$ cat src/rtl/cycdec_pkg.sv
package cycdec_pkg;
  typedef enum logic [2:0] {
    CK_IDLE  = 3'd0,
    CK_MEMRD = 3'd1,
    CK_MEMWR = 3'd2,
    CK_CODE  = 3'd3,
    CK_IORD  = 3'd4,
    CK_IOWR  = 3'd5,
    CK_INTA  = 3'd6,
    CK_SPEC  = 3'd7
  } cyc_kind_e;

  localparam logic [7:0] HALT_BE = 8'hFD;
  localparam logic [7:0] SHUT_BE = 8'hFE;

  function automatic cyc_kind_e classify(input logic m, input logic d, input logic w);
    cyc_kind_e k;
    if (m) begin
      if (w)      k = CK_MEMWR;
      else if (d) k = CK_MEMRD;
      else        k = CK_CODE;
    end else if (d) begin
      k = w ? CK_IOWR : CK_IORD;
    end else begin
      k = w ? CK_SPEC : CK_INTA;
    end
    return k;
  endfunction
endpackage

$ cat src/rtl/cycdec_capture.sv
module cycdec_capture
  import cycdec_pkg::*;
#(
  parameter int IOA_W = 11,
  parameter int BE_W  = 8
) (
  input  logic             clk,
  input  logic             rst_n,
  input  logic             ads_n,
  input  logic             brdy_n,
  input  logic             mio,
  input  logic             dc,
  input  logic             wr,
  input  logic [IOA_W-1:0] io_a,
  input  logic [BE_W-1:0]  be_n,
  output logic             take,
  output cyc_kind_e        kind_q,
  output logic [IOA_W-1:0] ioa_q,
  output logic [BE_W-1:0]  be_q
);
  logic busy;
  assign busy = (kind_q != CK_IDLE);
  assign take = !ads_n && !busy;

  always_ff @(posedge clk or negedge rst_n) begin
    if (!rst_n) begin
      kind_q <= CK_IDLE;
      ioa_q  <= '0;
      be_q   <= '1;
    end else if (take) begin
      kind_q <= classify(mio, dc, wr);
      ioa_q  <= io_a;
      be_q   <= be_n;
    end else if (busy && !brdy_n) begin
      kind_q <= CK_IDLE;
    end
  end
endmodule

$ cat src/rtl/cycdec_iosel.sv
module cycdec_iosel
  import cycdec_pkg::*;
#(
  parameter int IOA_W = 11,
  parameter int GRP_W = 3
) (
  input  cyc_kind_e             kind_q,
  input  logic [IOA_W-1:0]      ioa_q,
  output logic [(1<<GRP_W)-1:0] grp_sel,
  output logic                  io_rd,
  output logic                  io_wr
);
  localparam int N_GRP = 1 << GRP_W;

  logic is_io, low_page;
  logic [GRP_W-1:0] grp;

  assign is_io    = (kind_q == CK_IORD) || (kind_q == CK_IOWR);
  assign low_page = (ioa_q[IOA_W-1:GRP_W] == '0);
  assign grp      = ioa_q[GRP_W-1:0];
  assign io_rd    = low_page && (kind_q == CK_IORD);
  assign io_wr    = low_page && (kind_q == CK_IOWR);

  for (genvar g = 0; g < N_GRP; g++) begin : g_sel
    assign grp_sel[g] = is_io && low_page && (grp == GRP_W'(g));
  end
endmodule

$ cat src/rtl/cycdec_initgen.sv
module cycdec_initgen
  import cycdec_pkg::*;
#(
  parameter int INIT_CYC = 4
) (
  input  logic clk,
  input  logic rst_n,
  input  logic fire,
  output logic init_req
);
  localparam int CW = $clog2(INIT_CYC + 1);
  logic [CW-1:0] cnt;

  always_ff @(posedge clk or negedge rst_n) begin
    if (!rst_n)          cnt <= '0;
    else if (fire)       cnt <= CW'(INIT_CYC);
    else if (cnt != '0)  cnt <= cnt - 1'b1;
  end

  assign init_req = (cnt != '0);
endmodule

$ cat src/rtl/cycdec_top.sv
module cycdec_top
  import cycdec_pkg::*;
#(
  parameter int IOA_W    = 11,
  parameter int BE_W     = 8,
  parameter int GRP_W    = 3,
  parameter int INIT_CYC = 4
) (
  input  logic                  clk,
  input  logic                  rst_n,
  input  logic                  ads_n,
  input  logic                  mio,
  input  logic                  dc,
  input  logic                  wr,
  input  logic [IOA_W-1:0]      io_a,
  input  logic [BE_W-1:0]       be_n,
  input  logic                  brdy_n,
  output logic [2:0]            cyc_kind,
  output logic [(1<<GRP_W)-1:0] grp_sel,
  output logic                  io_rd,
  output logic                  io_wr,
  output logic                  halt_cyc,
  output logic                  shut_cyc,
  output logic                  init_req
);
  cyc_kind_e        kind_q;
  logic [IOA_W-1:0] ioa_q;
  logic [BE_W-1:0]  be_q;
  logic             take, fire;

  cycdec_capture #(.IOA_W(IOA_W), .BE_W(BE_W)) u_cap (
    .clk(clk), .rst_n(rst_n), .ads_n(ads_n), .brdy_n(brdy_n),
    .mio(mio), .dc(dc), .wr(wr), .io_a(io_a), .be_n(be_n),
    .take(take), .kind_q(kind_q), .ioa_q(ioa_q), .be_q(be_q)
  );

  cycdec_iosel #(.IOA_W(IOA_W), .GRP_W(GRP_W)) u_sel (
    .kind_q(kind_q), .ioa_q(ioa_q),
    .grp_sel(grp_sel), .io_rd(io_rd), .io_wr(io_wr)
  );

  // shutdown recognised straight from the strobe-edge inputs so INIT rises with the class
  assign fire = take && (classify(mio, dc, wr) == CK_SPEC) && (be_n == BE_W'(SHUT_BE));

  cycdec_initgen #(.INIT_CYC(INIT_CYC)) u_init (
    .clk(clk), .rst_n(rst_n), .fire(fire), .init_req(init_req)
  );

  assign cyc_kind = kind_q;
  assign halt_cyc = (kind_q == CK_SPEC) && (be_q == BE_W'(HALT_BE));
  assign shut_cyc = (kind_q == CK_SPEC) && (be_q == BE_W'(SHUT_BE));
endmodule

$ cat config.mk
export PLATFORM = sky130hd
export DESIGN_NAME = cycdec_top
export DESIGN_NICKNAME = d
export VERILOG_FILES = /design/src/rtl/cycdec_pkg.sv /design/src/rtl/cycdec_capture.sv /design/src/rtl/cycdec_iosel.sv /design/src/rtl/cycdec_initgen.sv /design/src/rtl/cycdec_top.sv
export SDC_FILE = /design/constraint.sdc
export NUM_CORES = 1
export LEC_CHECK = 0
export CORE_MARGIN = 1.5
export CORE_UTILIZATION = 35
export CTS_CLUSTER_SIZE = 28
export DETAILED_ROUTE_END_ITERATION = 10
export DONT_BUFFER_PORTS = 1
export GPL_TIMING_DRIVEN = 1
export PLACE_DENSITY = 0.57
export SLEW_MARGIN = 20
export SYNTH_ARGS = -nofsm -noshare
export SYNTH_HDL_FRONTEND = slang
export SYNTH_SLANG_ARGS = --single-unit
$ cat constraint.sdc
create_clock -name clk -period 2.2 [get_ports clk]
set_clock_uncertainty 0.2 [all_clocks]
set_input_delay 0.44 -clock clk [delete_from_list [all_inputs] [get_ports clk]]
set_output_delay 0.44 -clock clk [all_outputs]
set_load 0.1 [all_outputs]
==> impl_metrics.env, run 1 <==
export IMPL_critical_path_class="flop to output port"
export IMPL_drt_iter0_markers=26
export IMPL_startpoint_type="flop"
export IMPL_synth_top_area_share_pct=35.05
export IMPL_wl_per_cell_microns=13.52
export IMPL_synth_top_flop_cell="dfrtp_1"
export IMPL_die_w_microns=61.89
export IMPL_diodes=0
export IMPL_area_growth_pct=61.96
export IMPL_fmax_ghz=0.3909
export IMPL_io_pins=42
export IMPL_drive_above_1_share_pct=37.14
export IMPL_period_share_pct=116.3
export IMPL_start_util_pct=36.37
export IMPL_p_clk_share_pct=9.6
export IMPL_synth_fp_nets=167
export IMPL_grt_max_degree=26
export IMPL_async_flop_share_pct=100.0
export IMPL_yosysTopAreaCell="dfrtp_1"
export IMPL_cts_buffer_depth=2
export IMPL_peakVddDrop_mv=0.6878
export IMPL_worstSkewPairLatency_ns=0.31
export IMPL_fp_dieArea_sq_mm=0.003830
export IMPL_cts_tree="built"
export IMPL_cp_slowest_cell="dfrtp_4"
export IMPL_clock_root_buffer="clkbuf_4"
export IMPL_hold_viol_final=0
export IMPL_status="finished, violations left"
export IMPL_drc=0
export IMPL_p_int_w=0.001154
export IMPL_drv_cap=0
export IMPL_final_nets=204
export IMPL_max_stage_delay_ns=0.51
export IMPL_wirelength_microns=2987
export IMPL_h_tree_depth=1
export IMPL_place_gp_congestion=0.7401
export IMPL_fillCellCount=296
export IMPL_grt_setup_unrepaired="yes"
export IMPL_switchingPower_w=0.0009262
export IMPL_pre_cts_slack_ns=-0.1065
export IMPL_grt_overflow=0
export IMPL_vias_per_cell=4.756
export IMPL_synth_cell_types=28
export IMPL_grt_total_usage_pct=17.65
export IMPL_cts_buffers=3
export IMPL_cp_max_fo=5
export IMPL_syn_avg_cell_area_sq_um=8.731
export IMPL_cp_end_kind="output port"
export IMPL_synth_area_leaders="dfrtp_1, nand2_1, dfstp_2"
export IMPL_violations="setup timing"
export IMPL_die_h_microns=61.89
export IMPL_synth_edff_count=0
export IMPL_timing_slew_headroom_pct=63.66
export IMPL_hold_class="input pin to flop"
export IMPL_syn_area_sq_mm=0.001214
export IMPL_portBuffers=0
export IMPL_finalSetupViolCount=12
export IMPL_arrival_ns=1.92
export IMPL_firstDrtPassIters=4
export IMPL_place_inst=199
export IMPL_grt_antenna_before_repair=0
export IMPL_yosysSeqAreaShare_pct=52.37
export IMPL_power_frac_comb_pct=42.1
export IMPL_syn_inst=139
export IMPL_critPathRequiredTime_ns=1.56
export IMPL_drv_slew=0
export IMPL_worst_slew_pin_transition_ns=0.5451
export IMPL_coreArea_sq_mm=0.003337
export IMPL_fp_row_count=21
export IMPL_power_density_mw_per_mm2=1058
export IMPL_path_cells="nor4b_4 -> buf_4 -> nand3_4 -> nor4bb_4 -> buf_12"
export IMPL_yosysWarningCount=0
export IMPL_clk_pin_slew_ns=0.13
export IMPL_instances_no_fill=221
export IMPL_leakagePower_nw=0.8591
export IMPL_clock_sinks=25
export IMPL_grt_pass1_vias=1115
export IMPL_seq_power_share_pct=48.3
export IMPL_vias=1051
export IMPL_grt_pass1_wl_microns=4981
export IMPL_ant_nets=0
export IMPL_yosys_top_cells_count="nand2_1, dfrtp_1, dfstp_2, nor2_1, nor4b_1"
export IMPL_swShare_pct=44.52
export IMPL_dp_hpwl_microns=2106
export IMPL_yosysMostFrequentCell="nand2_1"
export IMPL_fin_ws_ns=-0.3580
export IMPL_synth_seq_cells=25
export IMPL_final_min_clock_period_ns=2.558
export IMPL_holdWs_ns=0.01422
==> what timing repair did <==
item	4_1_cts	5_1_grt
setup buffers	5	2
setup endpoints to repair	12	17
cloned	1	0
pin swaps	4	3
hold buffers	8	2
endpoints found under the hold margin	32	18
resized for setup	8	10
==> sequential cells by signal, indices dropped and copies added, names as in the netlist <==
name          flops
u_cap.kind_q      3
u_cap.ioa_q      11
u_cap.be_q        8
u_init.cnt        3
==> worst max-delay path, delay by kind of cell, from the launching register on <==
kind | cells | cell delay (ns)
flip-flops | 1 | 0.51
buffers and inverters | 2 | 0.38
AND/OR/NAND/NOR | 3 | 0.71
==> through the flow <==
step / util, % / setup TNS [ns] / instance area, sq um / power [W]
after CTS: 56.58 / -3.250 / 1888 / 0.002038
final: 58.91 / -3.325 / 1966 / 0.002080
after detailed placement: 50.73 / -0.1655 / 1693 / 0.001762
after floorplan: - / -5.934 / 1349 / 0.001574
after global placement: 50.73 / -0.06112 / 1693 / 0.001715
after global routing: 58.91 / -4.513 / 1966 / 0.002240
==> power by group through the flow <==
stage | combinational (W) | clock, W | sequential [W]
global placement | 0.000739 | 0 | 0.000975
CTS | 0.000838 | 0.000204 | 0.000996
floorplan | 0.000607 | 0 | 0.000967
global route | 0.000977 | 0.000224 | 0.00104
finish | 0.000876 | 0.000199 | 0.00101
detailed placement | 0.000767 | 0 | 0.000995
==> final timing paths <==
kind                              endpoint       startpoint  slack (ns)  cells past startpoint
hold reg to reg              u_cap.be_q[7]    u_cap.be_q[7]        0.27                      2
setup / recovery                grp_sel[3]  u_cap.kind_q[1]       -0.36                      5
min in group asynchronous  u_cap.kind_q[0]            rst_n        0.43                      2
max in group asynchronous  u_cap.kind_q[2]            rst_n        0.97                      2
setup reg to reg           u_cap.kind_q[1]  u_cap.kind_q[1]        0.14                      5
hold / removal               u_cap.be_q[1]          be_n[1]        0.01                      2
==> cell usage in the layout (no fill, tap or decap), types with 2 or more instances in the layout <==
master,instances
o21ai_0,3
nand2_1,62
nand3_4,3
buf_12,13
dfrtp_1,14
nor2_4,4
dlygate4sd3_1,9
inv_1,3
buf_4,11
clkbuf_4,3
nand2b_1,2
nor2_1,4
ha_1,2
dfrtp_4,2
nor3_4,2
buf_6,4
dfstp_2,8
nand4_1,2
xnor2_1,2
nor4_4,3
and3b_2,2
nor4b_4,4
==> per-layer routing <==
metal  up-vias  part of all wire (%)  global-route usage, %
met3         2                   5.6                  4.141
li1        528                     -                      -
met1       494                    47                  24.64
met2        27                    47                  28.72
met5         -                     0                      0
met4         0                  0.47                  2.736
==> cells by family (layout without fill, tap and decap cells) <==
family,after synthesis,in the layout,share of synthesized area [%]
AO/OA/AOI/OAI,5,5,2.474
buffers and inverters,10,45,3.401
multiplexers,1,1,0.8248
adder cells (fa/ha/maj),2,2,2.062
flip-flops,25,25,52.37
XOR/XNOR,2,2,1.444
AND/OR/NAND/NOR,94,95,37.42
==> layout make-up <==
type	instances	area (sq um)	share of cell area [%]
Inverter	3	11.26	0.5729
Sequential cell	25	644.4	32.78
Clock buffer	4	26.28	1.337
Multi-Input combinational cell	105	743.2	37.81
Tap cell	46	57.56	2.928
Timing Repair Buffer	38	483.0	24.57
(Power assumes the default switching activity.)
==> run 2: changes to the inputs <==
--- a/config.mk
+++ b/config.mk
@@ -5,6 +5,7 @@
 export SDC_FILE = /design/constraint.sdc
 export NUM_CORES = 1
 export LEC_CHECK = 0
+export CAP_MARGIN = 20
 export CORE_MARGIN = 1.5
 export CORE_UTILIZATION = 35
 export CTS_CLUSTER_SIZE = 28
@@ -12,6 +13,7 @@
 export DONT_BUFFER_PORTS = 1
 export GPL_TIMING_DRIVEN = 1
 export PLACE_DENSITY = 0.57
+export RECOVER_POWER = 100
 export SLEW_MARGIN = 20
 export SYNTH_ARGS = -nofsm -noshare
 export SYNTH_HDL_FRONTEND = slang
==> run 2 against run 1 <==
  * The flow still finishes with violations (setup timing)
  * Hold slack better by 0.0014 ns
  * Largest cell class unchanged
  * Sequential share of layout area up 0.68 points
  * Design area down 2.0%
  * Combinational power down 3.9%
  * Clock power about the same
  * Clock-buffer cell count unchanged
  * Register-to-register slack worse by 0.12 ns
  * Routed wire length about the same
  * Via count down 0.38%
  * Power down 1.7%
  * Maximum frequency about the same
==> impl_metrics.env, run 2 (synthesis gave the netlist of run 1 again) <==
export IMPL_fmax_ghz=0.3910
export IMPL_firstDrtPassIters=4
export IMPL_instances_no_fill=221
export IMPL_grt_setup_unrepaired="yes"
export IMPL_cp_num_buf_inv=2
export IMPL_fp_row_count=21
export IMPL_status="finished, violations left"
export IMPL_tns_ns=-3.312
export IMPL_largest_reg_flops=11
export IMPL_ant_nets=0
export IMPL_path_cells="nor4b_4 -> buf_4 -> nand3_4 -> nor4bb_4 -> buf_12"
export IMPL_grt_max_degree=26
export IMPL_cts_buffer_depth=2
export IMPL_wl_per_cell_microns=13.52
export IMPL_grt_pass1_vias=1115
export IMPL_critical_path_class="flop to output port"
export IMPL_clock_root_buffer="clkbuf_4"
export IMPL_pre_cts_slack_ns=-0.1065
export IMPL_coreArea_sq_mm=0.003337
export IMPL_clock_sinks=25
export IMPL_violations="setup timing"
export IMPL_drv_cap=0
export IMPL_cp_max_fo=5
export IMPL_drt_iter0_markers=29
export IMPL_final_min_clock_period_ns=2.558
export IMPL_worstSkewPairLatency_ns=0.31
export IMPL_grt_overflow=0
export IMPL_max_stage_delay_ns=0.51
export IMPL_final_cell_mix="nand2_1, dfrtp_1, buf_12"
export IMPL_fin_ws_ns=-0.3579
export IMPL_grt_total_usage_pct=17.65
export IMPL_die_h_microns=61.89
export IMPL_drv_slew=0
export IMPL_peakVddDrop_mv=0.6838
export IMPL_worst_slew_pin_transition_ns=1.314
export IMPL_portBuffers=0
export IMPL_place_gp_congestion=0.7401
export IMPL_h_tree_depth=1
export IMPL_cts_tree="built"
export IMPL_clk_pin_slew_ns=0.13
export IMPL_wirelength_microns=2989
export IMPL_fp_dieArea_sq_mm=0.003830
export IMPL_layout_commonest_cell="nand2_1"
export IMPL_cp_slowest_cell="dfrtp_4"
export IMPL_grt_antenna_before_repair=0
export IMPL_fillCellCount=302
export IMPL_place_inst=199
export IMPL_die_w_microns=61.89
export IMPL_diodes=0
export IMPL_drive_above_1_share_pct=35.43
export IMPL_leakagePower_nw=0.8391
export IMPL_drc=0
export IMPL_period_share_pct=116.3
export IMPL_startpoint_type="flop"
export IMPL_dp_hpwl_microns=2106
export IMPL_hold_class="input pin to flop"
export IMPL_critPathRequiredTime_ns=1.56
export IMPL_cp_end_kind="output port"
export IMPL_finalSetupViolCount=12
export IMPL_timing_slew_headroom_pct=12.39
export IMPL_crit_family="simple AND/OR/NAND/NOR gates"
export IMPL_vias=1047
export IMPL_start_util_pct=36.37
export IMPL_cts_buffers=3
export IMPL_largest_register="u_cap.ioa_q"
export IMPL_arrival_ns=1.92
export IMPL_power_density_mw_per_mm2=1061
export IMPL_vias_per_cell=4.738
export IMPL_final_nets=204
export IMPL_grt_pass1_wl_microns=4981
export IMPL_area_growth_pct=58.66
export IMPL_hold_viol_final=0
export IMPL_io_pins=42
export IMPL_largest_registers="u_cap.ioa_q: 11 flops, u_cap.be_q: 8 flops"
[run 2: timing repair]
action                                  CTS  global route
gates resized for setup                   8            10
hold endpoints to repair                 32            18
gates cloned                              1             0
pin swaps                                 4             3
endpoints found under the setup margin   12            17
hold buffers                              8             2
buffers inserted                          5             2
[run 2: per-stage QoR]
stage                     area (sq um)  total power [W]  utilization (%)  hold slack (ns)
final                             1926         0.002044            57.71          0.01560
after global routing              1926         0.002203            57.71         0.005387
after CTS                         1888         0.002038            56.58          0.01172
after detailed placement          1693         0.001762            50.73         -0.05460
after global placement            1693         0.001715            50.73         -0.05479
after floorplan                   1349         0.001574                -         -0.05559
[run 2: final timing paths]
| path | start | endpoint | slack, ns | cells after the start |
|---|---|---|---|---|
| min reg2reg | u_cap.be_q[7] | u_cap.be_q[7] | 0.27 | 2 |
| min in group asynchronous | rst_n | u_cap.kind_q[0] | 0.73 | 2 |
| max | u_cap.kind_q[1] | grp_sel[3] | -0.36 | 5 |
| min | be_n[1] | u_cap.be_q[1] | 0.02 | 2 |
| max reg2reg | u_cap.kind_q[1] | u_cap.kind_q[1] | 0.02 | 5 |
| max in group asynchronous | rst_n | u_cap.kind_q[2] | 0.15 | 2 |
[run 2: per-layer routing]
layer	global-route usage [%]	share of wire [%]	vias to the layer above
met5	0	0	-
met4	2.736	0.47	0
met3	4.141	5.8	2
met2	28.72	47	25
met1	24.64	46	494
li1	-	-	526
[run 2: cell type report]
cell class / instances / area [sq um] / area share, %
Inverter: 3 / 11.26 / 0.5848
Tap cell: 46 / 57.56 / 2.989
Sequential cell: 25 / 644.4 / 33.46
Clock buffer: 4 / 26.28 / 1.365
Timing Repair Buffer: 38 / 470.5 / 24.43
Multi-Input combinational cell: 105 / 715.7 / 37.17
[run 2: power breakdown]
group / switching (W) / leakage [nW] / internal (W) / total (W)
sequential: 0.000265 / 0.290 / 0.000739 / 0.00100
clock: 0.000128 / 0.0150 / 0.0000707 / 0.000199
combinational: 0.000521 / 0.535 / 0.000321 / 0.000842
